## config.mk

```make
export PLATFORM = sky130hd
export DESIGN_NAME = gated_scan_wrapper
export DESIGN_NICKNAME = d
export VERILOG_FILES = /design/src/rtl/gated_scan_wrapper.sv
export SDC_FILE = /design/constraint.sdc
export NUM_CORES = 1
export LEC_CHECK = 0
export ABC_AREA = 1
export CORE_ASPECT_RATIO = 0.7
export CORE_MARGIN = 2
export CORE_UTILIZATION = 50
export DETAILED_ROUTE_END_ITERATION = 8
export DONT_BUFFER_PORTS = 1
export GPL_TIMING_DRIVEN = 0
export SYNTH_ARGS = -nofsm -noshare
export SYNTH_HDL_FRONTEND = slang
export SYNTH_SLANG_ARGS = --single-unit
```

## constraint.sdc

```tcl
create_clock -name clk -period 2.68 [get_ports clk]
set_clock_uncertainty 0.15 [all_clocks]
set_input_delay 0.402 -clock clk [delete_from_list [all_inputs] [get_ports clk]]
set_output_delay 0.402 -clock clk [all_outputs]
set_load 0.1 [all_outputs]
```

## src/rtl/gated_scan_wrapper.sv

```systemverilog
module gated_scan_wrapper #(
  parameter int LEN_A = 10,
  parameter int LEN_B = 5,
  parameter int LEN_C = 4
) (
  input  logic             clk,
  input  logic             rst_n,
  input  logic [1:0]       cfg_sel,
  input  logic             gate_en,
  input  logic             shift_en,
  input  logic             capture,
  input  logic [2:0]       tam_si,
  output logic [2:0]       tam_so,
  input  logic [LEN_A-1:0] cap_a,
  input  logic [LEN_B-1:0] cap_b,
  input  logic [LEN_C-1:0] cap_c,
  output logic [LEN_A-1:0] chain_a,
  output logic [LEN_B-1:0] chain_b,
  output logic [LEN_C-1:0] chain_c,
  output logic [1:0]       cfg_now,
  output logic             gate_now,
  output logic             cfg_err,
  output logic [1:0]       active_cnt
);
  localparam int TOT  = LEN_A + LEN_B + LEN_C;
  localparam int TAIL = LEN_B + LEN_C;
  localparam int CW   = $clog2(TOT + 1);

  logic [CW-1:0] cnt;
  logic [1:0]    cfg_req;
  logic          one_w, two_w, three_w;
  logic          shifting, seq_on, seq_a, seq_b, seq_c;
  logic          en_a, en_b, en_c;
  logic          in_b, in_c, so_a, so_b, so_c, so_seq;
  logic [CW-1:0] period;

  assign cfg_req  = (cfg_sel == 2'b11) ? 2'b00 : cfg_sel;
  assign one_w    = (cfg_now == 2'b00);
  assign two_w    = (cfg_now == 2'b01);
  assign three_w  = (cfg_now == 2'b10);
  assign shifting = shift_en & ~capture;
  assign period   = one_w ? CW'(TOT) : CW'(TAIL);

  assign seq_c  = (cnt < CW'(LEN_C));
  assign seq_b  = (cnt >= CW'(LEN_C)) && (cnt < CW'(TAIL));
  assign seq_a  = (cnt >= CW'(TAIL));
  assign seq_on = gate_now & (one_w | two_w);

  assign en_a = shifting & ((gate_now & one_w) ? seq_a : 1'b1);
  assign en_b = shifting & (seq_on ? seq_b : 1'b1);
  assign en_c = shifting & (seq_on ? seq_c : 1'b1);

  assign so_a = chain_a[LEN_A-1];
  assign so_b = chain_b[LEN_B-1];
  assign so_c = chain_c[LEN_C-1];
  assign so_seq = seq_c ? so_c : (seq_b ? so_b : so_a);

  assign in_b = one_w ? (gate_now ? tam_si[0] : so_a) : tam_si[1];
  assign in_c = three_w ? tam_si[2] :
                gate_now ? (one_w ? tam_si[0] : tam_si[1]) : so_b;

  assign tam_so[0] = one_w ? (gate_now ? so_seq : so_c) : so_a;
  assign tam_so[1] = two_w ? (gate_now ? so_seq : so_c) : (three_w ? so_b : 1'b0);
  assign tam_so[2] = three_w ? so_c : 1'b0;

  assign active_cnt = capture ? 2'd3 : ({1'b0, en_a} + {1'b0, en_b} + {1'b0, en_c});

  always_ff @(posedge clk) begin
    if (!rst_n) begin
      chain_a <= '0;
      chain_b <= '0;
      chain_c <= '0;
    end else if (capture) begin
      chain_a <= cap_a;
      chain_b <= cap_b;
      chain_c <= cap_c;
    end else begin
      if (en_a) chain_a <= {chain_a[LEN_A-2:0], tam_si[0]};
      if (en_b) chain_b <= {chain_b[LEN_B-2:0], in_b};
      if (en_c) chain_c <= {chain_c[LEN_C-2:0], in_c};
    end
  end

  always_ff @(posedge clk) begin
    if (!rst_n)
      cnt <= '0;
    else if (!shift_en)
      cnt <= '0;
    else if (shifting)
      cnt <= (cnt == period - CW'(1)) ? '0 : cnt + CW'(1);
  end

  always_ff @(posedge clk) begin
    if (!rst_n) begin
      cfg_now  <= 2'b00;
      gate_now <= 1'b0;
      cfg_err  <= 1'b0;
    end else if (!shift_en) begin
      cfg_now  <= cfg_req;
      gate_now <= gate_en;
    end else if ((cfg_req != cfg_now) || (gate_en != gate_now)) begin
      cfg_err  <= 1'b1;
    end
  end
endmodule


```

==> metrics.txt <==
outcome=completed; drt drc=0; synthesis-stage register bit count=28; yosys warns=0; Hold Slack=91.68 ps; Num CTS Buffers=3; achievable clock frequency=375.9 MHz; Final WS setup=19.95 ps; Design Area, Final=1838 um^2; Area Overhead vs Synth=11.29%; Worst-Skew Late Latency=280 ps; Critical Path AT=2110 ps; most area-consuming cells after synthesis=dfxtp_1, nand2_1, nor2_1; synth cell count leaders=nand2_1, nor2_1, dfxtp_1, inv_1; vias=1,514; clk slew on worst S/H paths=100 ps; Max FO, Critical Path=6; die width=72.70 um; CTS root buf=clkbuf_8; fin crit period=2660 ps; unrepaired setup endpoints after global routing=true; Global Route Usage Sum=0.2191; Nets=280; asr flop ratio synth=0; ANT nets after route=0; leakage=0.0008747 uW; DPL Wire Length=3.053 mm; Sum Neg Setup Slack=0 ps; top cell type's share of synthesized area=0.3394; Via density=5.331; first-pass GRT wire length=6.389 mm; Worst Tran Pin Value=1068 ps; Cell variety after synth=29; critical path startpoint category=flop; H-tree Lvls=1; number of global-route vias before repair=1,406; Syn Nets=271; Max-slew headroom=0.2874; largest area contributor in the netlist=dfxtp_1; Core Box Area=3148 um^2; drt wl/cell=13.88 um; final WL=3.943 mm; fill cell count=298; Pins Over Slew Limit=0; share of cells above drive strength 1=0.2073; total congestion overflow=0; sequential fraction of the synthesis area=0.3394; Final Wtd Congestion=0.8577; Worst EP required=2130 ps; die height=52.09 um; I/O Buffers=0; IR drop worst, VDD=0.0004173 V; FP Rows=17; initial antenna violation count=0; worst slack at placement=-84.90 ps; Top-Level Pins=57; largest net degree at the start of global routing=16; area post-placement=1705 um^2; Mapped Cells=238; initial cell density of the core=0.5246; antenna fix cells=0; CTS tree=done; DR pass1 iterations=4; PD cells=631.4 nW/um^2; count of final setup violators=0; count leader, synth=nand2_1; Post-synth EDFFs=0; die area=3786 um^2; Final Hold Viols=0; Core Util, Final=0.5839; main flop type after synthesis=dfxtp_1; synthesized area per cell=6.939 um^2; initial DRC count=55; CP endpoint kind=output port; fin crit share=0.9926; max_cap viols=0; clk sinks=28; clock tree buffer depth=2; CP Class=reg -> out; Synth Cell Area=1652 um^2; hold crit path type=in -> reg
[worst max-delay path: stages, from the launching register on]
cell	delay, ps
dfxtp_4	600
inv_6	80
nor2_4	110
nand3_2	70
nand2_2	70
inv_1	50
fa_1	520
or2_4	310
[through the flow]
step	power [uW]	instances
after global routing	1205	284
after CTS	1150	280
final	1161	284
after floorplan	851.3	238
after detailed placement	888.5	276
after global placement	880.8	276
[sequential cells by signal, summed over array words and instances (netlist names)]
name      count
chain_a      10
chain_b       5
cnt           5
chain_c       4
cfg_now       2
cfg_err       1
gate_now      1
[worst paths after layout]
kind              startpoint       endpoint  slack, ps  depth (start not counted)
setup reg to reg  cfg_now[1]         cnt[4]        930                          5
hold / removal         rst_n     chain_c[0]         90                          2
setup / recovery    gate_now  active_cnt[0]         20                          7
hold reg to reg       cnt[0]         cnt[0]        410                          2
[power breakdown]
group	internal (uW)	switching, uW	total [uW]	leakage (uW)
Combinational	71.6	136	208	0.000611
Sequential	444	238	682	0.000235
Clock	132	139	271	0.0000288
Total	648	513	1160	0.000875
[repair_timing]
item / 4_1_cts / 5_1_grt
buffers inserted: 0 / 4
setup endpoints to repair: 5 / 4
hold endpoints to repair: 0 / 0
resized for setup: 8 / 12
hold buffers: 0 / 0
pin swaps: 0 / 0
[layout by cell type (no fill, tap or decap), types with 3 or more instances in the layout]
cell type	synthesis	routed
nand2_2	7	8
nand3_1	6	6
mux2i_1	13	13
o21ai_0	13	13
a21oi_1	6	6
dfxtp_2	0	3
dfxtp_1	28	21
clkbuf_8	0	4
buf_2	3	3
nor2_1	42	40
buf_4	1	5
buf_6	3	3
nand2_1	61	59
inv_1	18	17
ha_1	3	3
nor2_2	3	4
dfxtp_4	0	4
nor3_1	3	3
o22ai_1	5	5
[metal layers]
layer	vias up	wire length, um	GRT usage
met1	693	1861	0.2898
li1	767	-	-
met5	-	0	0
met4	0	37	0.04321
met3	6	318	0.06395
met2	48	1725	0.3576
[layout make-up]
type	instances	area [um^2]	area share
multi-input cells	180	968.4	0.5269
flip-flops and latches	28	579.3	0.3152
inverters	23	101.3	0.05514
plain buffers	7	56.30	0.03063
clock buffers	4	55.05	0.02995
well taps	38	47.55	0.02587
repair buffers	4	30.03	0.01634
[kinds of logic after synthesis]
group | synth area share
muxes | 0.07878
AOI/OAI and AO/OA | 0.09622
xor gates and xnor gates | 0.01591
buffers and inverters | 0.08939
and+or+nand+nor | 0.3455
DFF | 0.3394
adders and majority gates | 0.03485
Power figures use the tool's default switching activity.
